**src/rtl/spi_regs_pkg.sv**
```systemverilog
package spi_regs_pkg;
   // Frame geometry is fixed by the command byte layout.
   localparam int unsigned SPI_BYTE_W = 8;
   localparam int unsigned SPI_ADDR_W = 7;

   typedef enum logic [1:0] {
      LK_LOCKED = 2'd0,
      LK_HALF   = 2'd1,
      LK_OPEN   = 2'd2
   } lock_state_t;

   // One completed data byte, produced by the frame engine.
   typedef struct packed {
      logic                  valid;
      logic                  write;
      logic [SPI_ADDR_W-1:0] addr;
      logic [SPI_BYTE_W-1:0] data;
   } byte_ev_t;
endpackage

```
**src/rtl/spi_pin_sync.sv**
```systemverilog
module spi_pin_sync #(
   parameter int unsigned    STAGES  = 2,
   parameter int unsigned    WIDTH   = 3,
   parameter logic [WIDTH-1:0] RST_VAL = '0
) (
   input  logic             clk,
   input  logic             rst_n,
   input  logic [WIDTH-1:0] d_in,
   output logic [WIDTH-1:0] q_out
);
   generate
      if (STAGES == 0) begin : g_bypass
         assign q_out = d_in;
      end else begin : g_chain
         logic [WIDTH-1:0] chain [STAGES];
         for (genvar s = 0; s < STAGES; s++) begin : g_stage
            always_ff @(posedge clk or negedge rst_n) begin
               if (!rst_n)      chain[s] <= RST_VAL;
               else if (s == 0) chain[s] <= d_in;
               else             chain[s] <= chain[s-1];
            end
         end
         assign q_out = chain[STAGES-1];
      end
   endgenerate
endmodule

```
**src/rtl/spi_frame_engine.sv**
```systemverilog
module spi_frame_engine
   import spi_regs_pkg::*;
(
   input  logic                  clk,
   input  logic                  rst_n,
   input  logic                  sclk_s,
   input  logic                  cs_n_s,
   input  logic                  mosi_s,
   input  logic [SPI_BYTE_W-1:0] rd_data,
   output logic [SPI_ADDR_W-1:0] rd_addr,
   output byte_ev_t              ev,
   output logic                  miso,
   output logic                  miso_oe
);
   localparam int unsigned CNT_W = $clog2(SPI_BYTE_W);

   logic                  sclk_d;
   logic [CNT_W-1:0]      bit_cnt;
   logic [SPI_BYTE_W-1:0] rx_sh, tx_sh;
   logic                  in_cmd, wr_mode;
   logic [SPI_ADDR_W-1:0] ptr;

   wire                  active   = ~cs_n_s;
   wire                  rise     = active & sclk_s & ~sclk_d;
   wire                  fall     = active & ~sclk_s & sclk_d;
   wire [SPI_BYTE_W-1:0] rx_next  = {rx_sh[SPI_BYTE_W-2:0], mosi_s};
   wire                  byte_end = rise && (bit_cnt == CNT_W'(SPI_BYTE_W-1));

   // Prefetch address: the starting location at the end of the command,
   // the following location at the end of each data byte.
   assign rd_addr = in_cmd ? rx_next[SPI_ADDR_W-1:0] : ptr + 1'b1;

   always_ff @(posedge clk or negedge rst_n) begin
      if (!rst_n) begin
         sclk_d  <= 1'b0;
         bit_cnt <= '0;
         rx_sh   <= '0;
         tx_sh   <= '0;
         in_cmd  <= 1'b1;
         wr_mode <= 1'b0;
         ptr     <= '0;
         ev      <= '0;
         miso    <= 1'b0;
         miso_oe <= 1'b0;
      end else begin
         sclk_d   <= sclk_s;
         ev.valid <= 1'b0;
         miso_oe  <= active;
         if (!active) begin
            bit_cnt <= '0;
            in_cmd  <= 1'b1;
            tx_sh   <= '0;
            miso    <= 1'b0;
         end else begin
            if (rise) begin
               rx_sh   <= rx_next;
               bit_cnt <= bit_cnt + CNT_W'(1);
            end
            if (byte_end) begin
               if (in_cmd) begin
                  in_cmd  <= 1'b0;
                  wr_mode <= rx_next[SPI_BYTE_W-1];
                  ptr     <= rx_next[SPI_ADDR_W-1:0];
                  tx_sh   <= rx_next[SPI_BYTE_W-1] ? '0 : rd_data;
               end else begin
                  ev    <= '{valid: 1'b1, write: wr_mode, addr: ptr, data: rx_next};
                  ptr   <= ptr + 1'b1;
                  tx_sh <= wr_mode ? '0 : rd_data;
               end
            end
            if (fall) begin
               miso  <= tx_sh[SPI_BYTE_W-1];
               tx_sh <= {tx_sh[SPI_BYTE_W-2:0], 1'b0};
            end
         end
      end
   end

   assert_oe_off_R1: assert property (@(posedge clk) disable iff (!rst_n)
      !active |=> !miso_oe);
   assert_no_cmd_write_R3: assert property (@(posedge clk) disable iff (!rst_n)
      (byte_end && in_cmd) |=> !ev.valid);
   assert_ptr_step_R4: assert property (@(posedge clk) disable iff (!rst_n)
      (byte_end && !in_cmd) |=> (ptr == $past(ptr) + 7'd1));
   assert_abort_drop_R11: assert property (@(posedge clk) disable iff (!rst_n)
      !active |=> !ev.valid);
   assert_miso_on_fall_R2: assert property (@(posedge clk) disable iff (!rst_n)
      (active && !fall && $past(active)) |=> $stable(miso));
endmodule

```
**src/rtl/spi_lock_fsm.sv**
```systemverilog
module spi_lock_fsm
   import spi_regs_pkg::*;
#(
   parameter logic [SPI_ADDR_W-1:0] KEY_ADDR = 7'h10,
   parameter logic [SPI_BYTE_W-1:0] KEY_A    = 8'hBA,
   parameter logic [SPI_BYTE_W-1:0] KEY_B    = 8'hBE
) (
   input  logic     clk,
   input  logic     rst_n,
   input  byte_ev_t ev,
   output logic     unlocked
);
   lock_state_t state, state_nx;

   wire key_wr = ev.valid && ev.write && (ev.addr == KEY_ADDR);

   always_comb begin
      state_nx = state;
      unique case (state)
         LK_LOCKED: if (key_wr && ev.data == KEY_A) state_nx = LK_HALF;
         LK_HALF: if (ev.valid) begin
            if (key_wr && ev.data == KEY_B)      state_nx = LK_OPEN;
            else if (key_wr && ev.data == KEY_A) state_nx = LK_HALF;
            else                                 state_nx = LK_LOCKED;
         end
         LK_OPEN: if (key_wr && ev.data != KEY_A) state_nx = LK_LOCKED;
         default: state_nx = LK_LOCKED;
      endcase
   end

   always_ff @(posedge clk or negedge rst_n) begin
      if (!rst_n) state <= LK_LOCKED;
      else        state <= state_nx;
   end

   assign unlocked = (state == LK_OPEN);

   assert_open_needs_key_R7: assert property (@(posedge clk) disable iff (!rst_n)
      (state != LK_OPEN && !(key_wr && ev.data == KEY_B)) |=> state != LK_OPEN);
   assert_cancel_R8: assert property (@(posedge clk) disable iff (!rst_n)
      (state == LK_HALF && ev.valid && !(key_wr && (ev.data == KEY_A || ev.data == KEY_B)))
      |=> state == LK_LOCKED);
   assert_stay_open_R9: assert property (@(posedge clk) disable iff (!rst_n)
      (state == LK_OPEN && !(key_wr && ev.data != KEY_A)) |=> state == LK_OPEN);
endmodule

```
**src/rtl/spi_reg_store.sv**
```systemverilog
module spi_reg_store
   import spi_regs_pkg::*;
#(
   parameter int unsigned           DEPTH    = 128,
   parameter logic [SPI_ADDR_W-1:0] PROT_LO  = 7'h11,
   parameter logic [SPI_ADDR_W-1:0] PROT_HI  = 7'h27,
   parameter logic [SPI_ADDR_W-1:0] KEY_ADDR = 7'h10
) (
   input  logic                  clk,
   input  logic                  rst_n,
   input  byte_ev_t              ev,
   input  logic                  unlocked,
   input  logic [SPI_ADDR_W-1:0] rd_addr,
   output logic [SPI_BYTE_W-1:0] rd_data,
   output logic                  wr_valid,
   output logic [SPI_ADDR_W-1:0] wr_addr,
   output logic [SPI_BYTE_W-1:0] wr_data
);
   logic [SPI_BYTE_W-1:0] mem [DEPTH];

   wire in_band = (ev.addr >= PROT_LO) && (ev.addr <= PROT_HI);

   assign wr_valid = ev.valid && ev.write && (ev.addr != KEY_ADDR) && (!in_band || unlocked);
   assign wr_addr  = ev.addr;
   assign wr_data  = ev.data;

   always_ff @(posedge clk or negedge rst_n) begin
      if (!rst_n) begin
         for (int i = 0; i < DEPTH; i++) mem[i] <= '0;
      end else if (wr_valid) begin
         mem[wr_addr] <= wr_data;
      end
   end

   assign rd_data = (rd_addr == KEY_ADDR) ? SPI_BYTE_W'(unlocked) : mem[rd_addr];

   assert_band_guard_R6: assert property (@(posedge clk) disable iff (!rst_n)
      (ev.valid && ev.write && in_band && !unlocked) |-> !wr_valid);
endmodule

```
**src/rtl/spi_lockable_regs.sv**
```systemverilog
module spi_lockable_regs
   import spi_regs_pkg::*;
#(
   parameter int unsigned SYNC_STAGES = 2,
   parameter int unsigned PROT_LO     = 'h11,
   parameter int unsigned PROT_HI     = 'h27,
   parameter int unsigned KEY_ADDR    = 'h10,
   parameter int unsigned KEY_A       = 'hBA,
   parameter int unsigned KEY_B       = 'hBE
) (
   input  logic                  clk,
   input  logic                  rst_n,
   input  logic                  spi_sclk,
   input  logic                  spi_cs_n,
   input  logic                  spi_mosi,
   output logic                  spi_miso,
   output logic                  spi_miso_oe,
   output logic                  wr_valid,
   output logic [SPI_ADDR_W-1:0] wr_addr,
   output logic [SPI_BYTE_W-1:0] wr_data
);
   localparam int unsigned DEPTH = 1 << SPI_ADDR_W;

   generate
      if (PROT_LO > PROT_HI || PROT_HI >= DEPTH) begin : g_bad_band
         $error("protected band bounds invalid");
      end
      if (KEY_ADDR >= PROT_LO && KEY_ADDR <= PROT_HI) begin : g_bad_key
         $error("key location lies inside the protected band");
      end
      if (KEY_A == KEY_B || KEY_A >= (1 << SPI_BYTE_W) || KEY_B >= (1 << SPI_BYTE_W)) begin : g_bad_keys
         $error("key bytes must differ and fit one byte");
      end
   endgenerate

   logic [2:0]            pins_s;
   logic [SPI_ADDR_W-1:0] rd_addr;
   logic [SPI_BYTE_W-1:0] rd_data;
   byte_ev_t              ev;
   logic                  unlocked;

   spi_pin_sync #(.STAGES(SYNC_STAGES), .WIDTH(3), .RST_VAL(3'b010)) u_sync (
      .clk   (clk),
      .rst_n (rst_n),
      .d_in  ({spi_mosi, spi_cs_n, spi_sclk}),
      .q_out (pins_s)
   );

   spi_frame_engine u_frame (
      .clk     (clk),
      .rst_n   (rst_n),
      .sclk_s  (pins_s[0]),
      .cs_n_s  (pins_s[1]),
      .mosi_s  (pins_s[2]),
      .rd_data (rd_data),
      .rd_addr (rd_addr),
      .ev      (ev),
      .miso    (spi_miso),
      .miso_oe (spi_miso_oe)
   );

   spi_lock_fsm #(
      .KEY_ADDR (SPI_ADDR_W'(KEY_ADDR)),
      .KEY_A    (SPI_BYTE_W'(KEY_A)),
      .KEY_B    (SPI_BYTE_W'(KEY_B))
   ) u_lock (
      .clk      (clk),
      .rst_n    (rst_n),
      .ev       (ev),
      .unlocked (unlocked)
   );

   spi_reg_store #(
      .DEPTH    (DEPTH),
      .PROT_LO  (SPI_ADDR_W'(PROT_LO)),
      .PROT_HI  (SPI_ADDR_W'(PROT_HI)),
      .KEY_ADDR (SPI_ADDR_W'(KEY_ADDR))
   ) u_store (
      .clk      (clk),
      .rst_n    (rst_n),
      .ev       (ev),
      .unlocked (unlocked),
      .rd_addr  (rd_addr),
      .rd_data  (rd_data),
      .wr_valid (wr_valid),
      .wr_addr  (wr_addr),
      .wr_data  (wr_data)
   );
endmodule

```
**config.mk**
```make
export PLATFORM = sky130hd
export DESIGN_NAME = spi_lockable_regs
export DESIGN_NICKNAME = d
export VERILOG_FILES = /design/src/rtl/spi_regs_pkg.sv /design/src/rtl/spi_pin_sync.sv /design/src/rtl/spi_frame_engine.sv /design/src/rtl/spi_lock_fsm.sv /design/src/rtl/spi_reg_store.sv /design/src/rtl/spi_lockable_regs.sv
export SDC_FILE = /design/constraint.sdc
export NUM_CORES = 2
export LEC_CHECK = 0
export BUFFER_PORTS_ARGS = -buffer_cell sky130_fd_sc_hd__buf_2
export CAP_MARGIN = 5
export CORE_ASPECT_RATIO = 1.1
export CORE_MARGIN = 8
export CORE_UTILIZATION = 53
export CTS_CLUSTER_DIAMETER = 120
export DETAILED_ROUTE_END_ITERATION = 7
export PLACE_DENSITY = 0.68
export SLEW_MARGIN = 20
export SYNTH_ARGS = -nofsm -noshare
export SYNTH_HDL_FRONTEND = slang
export SYNTH_SLANG_ARGS = --single-unit
```
**constraint.sdc**
```tcl
create_clock -name clk -period 3.45 [get_ports clk]
set_input_delay 0.345 -clock clk [delete_from_list [all_inputs] [get_ports clk]]
set_output_delay 0.345 -clock clk [all_outputs]
set_load 0.005 [all_outputs]
```
## Yosys cells after proc, flatten, opt, wreduce, memory -nomap -nowiden

Cells that the tools add are included.
W data, S select, Z words.

- Memories kept: 0
- Bits of input ports: 5
- Bits in read-only memories: 0
- Output and inout bits: 18
- RAM bits: 0
- Flip-flop bits (word level): 1079
- Latch bits: 0
- Word-level logic and storage cells: 224

- Shift-type cells: 0
- $add $sub $neg: 2
- Magnitude comparators: 5
- Divide/modulo/power cells: 0
- Reduce and logical (&&, ||, !) cells: 22
- Equal/unequal tests: 12
- Mux-type cells: 29
- Multiply operators: 0
- Bitwise gates (word level): 10

Operator list:

| kind | number |
|---|---|
| $bwmux W1024 | 1 |
| $mux W8 | 10 |
| $bmux W8 S7 | 1 |
| $demux W8 S7 | 1 |
| $mux W17 | 3 |
| $eq A8 B8 Y1 const B | 2 |
| $ge A8 B8 Y1 const B | 2 |
| $not A7 Y8 | 2 |
| $eq A7 B5 Y1 const B | 2 |
| $logic_and A1 B1 Y1 | 10 |
| $reduce_and A3 Y1 | 3 |
| $lt A8 B1 Y1 const B | 1 |
| $mux W2 | 4 |
| $ne A8 B8 Y1 const B | 1 |
| $add A7 B1 Y7 const B | 1 |
| $ge A7 B5 Y1 const B | 1 |
| $le A7 B6 Y1 const B | 1 |
| $mux W7 | 1 |
| $ne A7 B5 Y1 const B | 1 |
| $mux W3 | 2 |
| $pmux W2 S3 | 1 |
| $reduce_bool A2 Y1 | 3 |
| $mux W1 | 5 |
| $and A1 B1 Y1 | 4 |
| other kinds (12) | 17 |

## Longest topological paths before layout

- Depth after elaboration: 12
- Mapped depth: 14
- Depth with buffers taken out: 10

## Hierarchy

From an unflattened synthesis, not the netlist that was laid out.

- Cell total of the unflattened synthesis: 3303
- Area total of the unflattened synthesis: 50272.0 um^2

Modules (own cells, without submodules):

| module | area each (um^2) | instances | sequential area each (um^2) | cells each |
|---|---|---|---|---|
| spi_reg_store | 47683.2 | 1 | 25624.6 | 3089 |
| spi_frame_engine | 2245.9 | 1 | 1177.4 | 188 |
| spi_pin_sync | 175.2 | 1 | 152.6 | 9 |
| spi_lock_fsm | 167.7 | 1 | 50.0 | 17 |

## Worst setup path after synthesis

Ideal clock, no wire load.

- Path type: register to register
- From: reg u_frame.ptr[0]
- To: reg u_frame.tx_sh[4]
- Clock period less this slack: 2762 ps
- Path buffers: 1
- Stages on the path, launching flop included: 12
- Library setup time: 126 ps
- Required time: 3324 ps
- Path slack: 688 ps
- Data arrival time: 2636 ps
- Path through: dfrtp_1 > ha_1 > and3_4 > mux2_4 > or4_1 > buf_2 > a221oi_2 > a21boi_2 > o22ai_1 > and3_1 > o311ai_1 > nand2_1

- Cells in the longest elaborated chain, start to end: 12
- Elaborated cells between the ends (all ways): 14
- Those cells by class: 1 x add/sub; 1 x eq/ne; 11 x mux; 1 x bitwise

RTL lines:

| item | line | RTL |
|---|---|---|
| start: declaration | spi_frame_engine.sv:21 | `logic [SPI_ADDR_W-1:0] ptr;` |
| start signal: assignment | spi_frame_engine.sv:63 | `ptr <= rx_next[SPI_ADDR_W-1:0];` |
| start signal: assignment | spi_frame_engine.sv:67 | `ptr <= ptr + 1'b1;` |
| $add A7 B1 Y7 (*) | spi_frame_engine.sv:31 | `assign rd_addr = in_cmd ? rx_next[SPI_ADDR_W-1:0] : ptr + 1'b1;` |
| $mux W7 (*) | spi_frame_engine.sv:31 |  |
| $not A7 Y8 (not written as such) | spi_reg_store.sv:35 | `assign rd_data = (rd_addr == KEY_ADDR) ? SPI_BYTE_W'(unlocked) : mem[rd_addr];` |
| $bmux W8 S7 | spi_reg_store.sv:35 |  |
| $mux W8 (not written as such) (2 in series) | spi_reg_store.sv:35 |  |
| $mux W8 (*) | spi_reg_store.sv:35 |  |
| $mux W8, on equally long branches | spi_frame_engine.sv:68, spi_frame_engine.sv:64 |  |
| $mux W8 (*) | spi_frame_engine.sv:60 | `if (in_cmd) begin` |
| $mux W8 (*) | spi_frame_engine.sv:59 | `if (byte_end) begin` |
| $mux W8 (*) | spi_frame_engine.sv:71 | `if (fall) begin` |
| $mux W8 (*) | spi_frame_engine.sv:49 | `if (!active) begin` |
| end signal: assignment | spi_frame_engine.sv:64 | `tx_sh <= rx_next[SPI_BYTE_W-1] ? '0 : rd_data;` |
| end signal: assignment | spi_frame_engine.sv:68 | `tx_sh <= wr_mode ? '0 : rd_data;` |
| end signal: assignment | spi_frame_engine.sv:73 | `tx_sh <= {tx_sh[SPI_BYTE_W-2:0], 1'b0};` |
| end: declaration | spi_frame_engine.sv:19 | `logic [SPI_BYTE_W-1:0] rx_sh, tx_sh;` |

Mark *: on every way between the ends. The rest lies on a longest branch, timed or not. The select of a mux whose other input is x is not followed.
A chain may end at the register's enable or synchronous reset.

## Worst setup path after layout

- From: reg u_frame.in_cmd
- To: reg u_frame.tx_sh[6]

- Cells in the longest elaborated chain, start to end: 11
- Elaborated cells between the ends (all ways): 13
- Those cells by class: 1 x eq/ne; 11 x mux; 1 x bitwise

RTL lines:

| item | line | RTL |
|---|---|---|
| start: declaration | spi_frame_engine.sv:20 | `logic in_cmd, wr_mode;` |
| start signal: assignment | spi_frame_engine.sv:39 | `in_cmd <= 1'b1;` |
| start signal: assignment | spi_frame_engine.sv:51 | `in_cmd <= 1'b1;` |
| start signal: assignment | spi_frame_engine.sv:61 | `in_cmd <= 1'b0;` |
| $mux W7 | spi_frame_engine.sv:31 |  |
| $not A7 Y8 (not written as such) | spi_reg_store.sv:35 |  |
| $bmux W8 S7 | spi_reg_store.sv:35 |  |
| $mux W8 (not written as such) (2 in series) | spi_reg_store.sv:35 |  |
| $mux W8 | spi_reg_store.sv:35 |  |
| $mux W8, on equally long branches | spi_frame_engine.sv:68, spi_frame_engine.sv:64 |  |
| $mux W8 (*) | spi_frame_engine.sv:60 |  |
| $mux W8 (*) | spi_frame_engine.sv:59 |  |
| $mux W8 (*) | spi_frame_engine.sv:71 |  |
| $mux W8 (*) | spi_frame_engine.sv:49 |  |

Marks and branches as above.

==> results.txt <==
The power density relative to cell area was 524.8 nW/um^2; the total number of clock tree sinks was 1079. Yosys mapped a number of flops with a built-in enable equal to 0. Cells with a size suffix above 1 make up 35.54% of the layout. Across the run, the number of max-cap violations was 0. The final layout contains routed wiring with a total length of 152800 um. Clock transition at the registers of the reported paths: 0.06 ns. The maximum net fanout on the critical path came out at 28. Among all stages on the critical path, the largest delay is contributed by sky130_fd_sc_hd__dfstp_2.

Non-filler instance count after layout: 5890. The critical path goes through buf_4, or2_4, nand2_4, buf_12, buf_6, buf_4, a211oi_1, a311oi_1, a311oi_2, a21oi_1, a21oi_2, a21oi_1, a31o_1. The run gives 290.1 MHz as the maximum clock frequency. No sink is reached through more buffers than the 3 on the longest clock path.

Once detailed placement completed, the half-perimeter wirelength came to 95270 um. For the final count of hold timing violations, the log shows 0. Entering global routing, the biggest net connects 126 pins.

The run gives 0 as the post-detailed-route count of antenna-violating nets. Critical path capture point type: a flip-flop. The part of the power in combinational logic was 16.9%. After synthesis, the share of flip-flops with an asynchronous set or reset is 100.0%.

TritonCTS built the clock tree. The initial antenna violation count was 0; the critical path data required time was 4.09 ns. The run finished with clean final reports. The count of final max-slew check failures is 0. After detailed routing, the average wire length per cell comes to 25.94 um. The path class of the tightest hold or removal check is in2async. Wire length of the first global-routing pass: 235300 um. Leading register cell type out of synthesis: sky130_fd_sc_hd__dfrtp_1. Cells fill 60.58% of the core in the end. The die is 311.6 um wide. The first-pass iteration count of the detailed router is 6. The cell count after synthesis came out at 4471. In this design, the largest share of critical-path delay is due to compound AO/OA/AOI/OAI gates. The initial DRC count was 3697; the post-route cell area was 57910 um^2. After detailed routing, the number of vias per cell comes to 6.328.

The net count of the finished layout is 4540. For the post-placement cell area, the log shows 53900 um^2. The number of rows in the core area was 119; the number of setup violations in the final report was 0.

The tools report the total congestion overflow after global routing as 0. The layout has 7700 filler cells. For the clock insertion delay at the later pin of the skew report, the log shows 0.71 ns.

The mean post-synth cell area is 11.40 um^2, and the sequential element share of the synthesized area is 53.00%. For this block, the via count after detailed routing is 37270. The internal power of the cells totals 21.63 mW. The worst setup path is launched from a flip-flop. The final critical delay including setup and external delays was 3.447 ns; the worst slew slack as a fraction of its limit was 20.11%.

Buffers placed on the I/O ports in this run total 22. The area added between synthesis and finish was 13.65%; the number of buffers created by CTS was 110. After routing, the total negative slack on setup checks comes to 0 ns.

The worst setup path is of the reg2reg kind. The clock network is responsible for 41.1% of the overall power. The run gives 4.09 ns as the data arrival time at the worst-slack endpoint. The synthesized design contains 1079 register bits.

The number of top-level design ports is 23. The run gives 37220 as the via count of the first global-routing pass. For this run, the slowest stage of the critical path takes 0.41 ns. Once the floorplan was initialized, standard cells occupied 53.30% of the core.

The die covers 106300 um^2. In the finished design, the share of the clock period the worst path needs comes to 99.91%. The run gives 0.4417 mV as the peak supply drop. In this run the power spent charging and discharging nets is 8.765 mW.

From bottom edge to top edge, the die measures 341.2 um. The combined area of all synthesized cells came out at 50950 um^2. In this run the static leakage power is 27.51 nW. The number of placed instances, taps included, is 5680. Of the total power, the share spent switching nets is 28.84%. Counting every net in the synthesized netlist gives 4479. CTS built an H-tree with a depth of 3. The clock tree skew after final layout was 0.02827 ns; the routability-driven placement congestion ratio was 0.9290.

The combined buffer and inverter count along the critical path works out to 4. For the pin with the worst max-slew slack, the measured transition is 1.194 ns. The number of warnings issued by yosys was 0. Sequential cells account for 42.0% of the total power. 0 antenna diodes ended up in the layout. After floorplanning, the core was sized to cover 95590 um^2. The global-route total usage across every layer was 28.23%.

In the routed design, unresolved DRC markers number 0. The tools report the clock tree root buffer cell as sky130_fd_sc_hd__clkbuf_16. In this run, distinct cell masters in the synthesized netlist total 83.
[registers in the layout, indices dropped and copies added, names as in the netlist]
| name | count |
|---|---|
| u_frame.bit_cnt | 3 |
| u_frame.ev | 17 |
| u_frame.in_cmd | 1 |
| u_frame.miso | 1 |
| u_frame.miso_oe | 1 |
| u_frame.ptr | 7 |
| u_frame.rx_sh | 7 |
| u_frame.sclk_d | 1 |
| u_frame.tx_sh | 8 |
| u_frame.wr_mode | 1 |
| u_lock.state | 2 |
| u_store.mem | 1024 |
| u_sync.g_chain.chain | 3 |
| u_sync.q_out | 3 |
[final cells by class]
type,count,area (um^2),share of cell area (%)
tap,1270,1589,2.744
clock inverter,44,560.5,0.9680
timing repair buffer,320,3059,5.283
sequential,1079,27030,46.69
multi-input combinational,3014,22390,38.67
clock buffer,156,3247,5.607
inverter,7,26.28,0.04537
[cell families after synthesis]
kind of cell,synth area share (%)
buffers and inverters,3.401
AO/OA/AOI/OAI,6.201
flip-flops,53.00
multiplexers,24.21
AND/OR/NAND/NOR,13.03
XOR/XNOR,0.08594
adder cells (fa/ha/maj),0.07368
[synth_stat cells (12+ instances only)]
master,number,area [um^2]
sky130_fd_sc_hd__mux2_2,1025,11540
sky130_fd_sc_hd__a211oi_1,71,533.0
sky130_fd_sc_hd__mux2i_1,44,440.4
sky130_fd_sc_hd__nand2_1,882,3311
sky130_fd_sc_hd__a21oi_1,34,170.2
sky130_fd_sc_hd__a32oi_1,12,105.1
sky130_fd_sc_hd__a31oi_1,49,306.5
sky130_fd_sc_hd__buf_1,29,108.9
sky130_fd_sc_hd__o21ai_0,33,165.2
sky130_fd_sc_hd__nand3_1,296,1481
sky130_fd_sc_hd__buf_2,99,495.5
sky130_fd_sc_hd__nor2_2,49,306.5
sky130_fd_sc_hd__nor3_1,32,160.2
sky130_fd_sc_hd__dfrtp_1,1076,26930
sky130_fd_sc_hd__buf_4,35,262.8
sky130_fd_sc_hd__nor2_1,67,251.5
sky130_fd_sc_hd__clkbuf_1,200,750.7
sky130_fd_sc_hd__a311oi_1,132,1156
sky130_fd_sc_hd__and3_1,112,700.7
sky130_fd_sc_hd__mux2_1,18,202.7
[power groups by stage]
| stage | clock (mW) | combinational [mW] | sequential, mW |
|---|---|---|---|
| after global routing | 13.1 | 5.31 | 12.8 |
| after CTS | 12.6 | 4.96 | 12.8 |
| after floorplan | 0 | 2.19 | 13.0 |
| after detailed placement | 0 | 4.89 | 13.0 |
| after global placement | 0 | 4.89 | 13.0 |
| final | 12.5 | 5.14 | 12.8 |
[final timing paths]
path,from,end,slack [ns],depth (start not counted)
max in group asynchronous,rst_n,u_store.mem[877]$_DFFE_PN0P_,2.06,3
min,rst_n,u_store.mem[156]$_DFFE_PN0P_,0.22,2
max,u_frame.in_cmd$_DFFE_PN1P_,u_frame.tx_sh[6]$_DFFE_PN0P_,0.003,13
min reg2reg,u_sync.g_chain.chain[3]$_DFF_PN0_,u_sync.q_out[0]$_DFF_PN0_,0.36,0
max reg2reg,u_frame.in_cmd$_DFFE_PN1P_,u_frame.tx_sh[6]$_DFFE_PN0P_,0.003,13
min in group clk,spi_cs_n,u_sync.g_chain.chain[4]$_DFF_PN1_,0.28,2
[per-stage QoR]
stage / hold WS [ns] / power [mW] / worst slack, ns
floorplan: 0.04941 / 15.15 / 0.6881
global placement: 0.3459 / 17.87 / -0.1583
detailed placement: 0.3418 / 17.88 / -0.1766
CTS: 0.2120 / 30.35 / 0.005564
global route: 0.2465 / 31.21 / -0.03981
finish: 0.2223 / 30.39 / 0.003161
[layer usage]
layer  GRT usage, %  share of wire [%]
met5              0                  0
met4          12.07                4.3
met3          5.171                7.8
met2          43.31                 46
met1          39.50                 42
[timing repair]
| action | CTS | global route |
|---|---|---|
| hold buffers | 4 | 0 |
| endpoints found under the hold margin | 47 | 0 |
| resized for setup | 2 | 17 |
| setup buffers | 4 | 1 |
| pin swaps | 0 | 3 |
| setup endpoints to repair | 6 | 8 |
| cloned | 0 | 1 |
[cell usage in the layout, fill, tap and decap left out, types with 65 or more instances in the layout]
master and count:
sky130_fd_sc_hd__buf_4 237, sky130_fd_sc_hd__nor2_1 65, sky130_fd_sc_hd__nand2_1 880, sky130_fd_sc_hd__mux2_2 1025
sky130_fd_sc_hd__a211oi_1 70, sky130_fd_sc_hd__dfrtp_1 1068, sky130_fd_sc_hd__nand3_1 296, sky130_fd_sc_hd__clkbuf_16 112
sky130_fd_sc_hd__a311oi_1 127, sky130_fd_sc_hd__and3_1 112
Power figures use the tool's default switching activity.
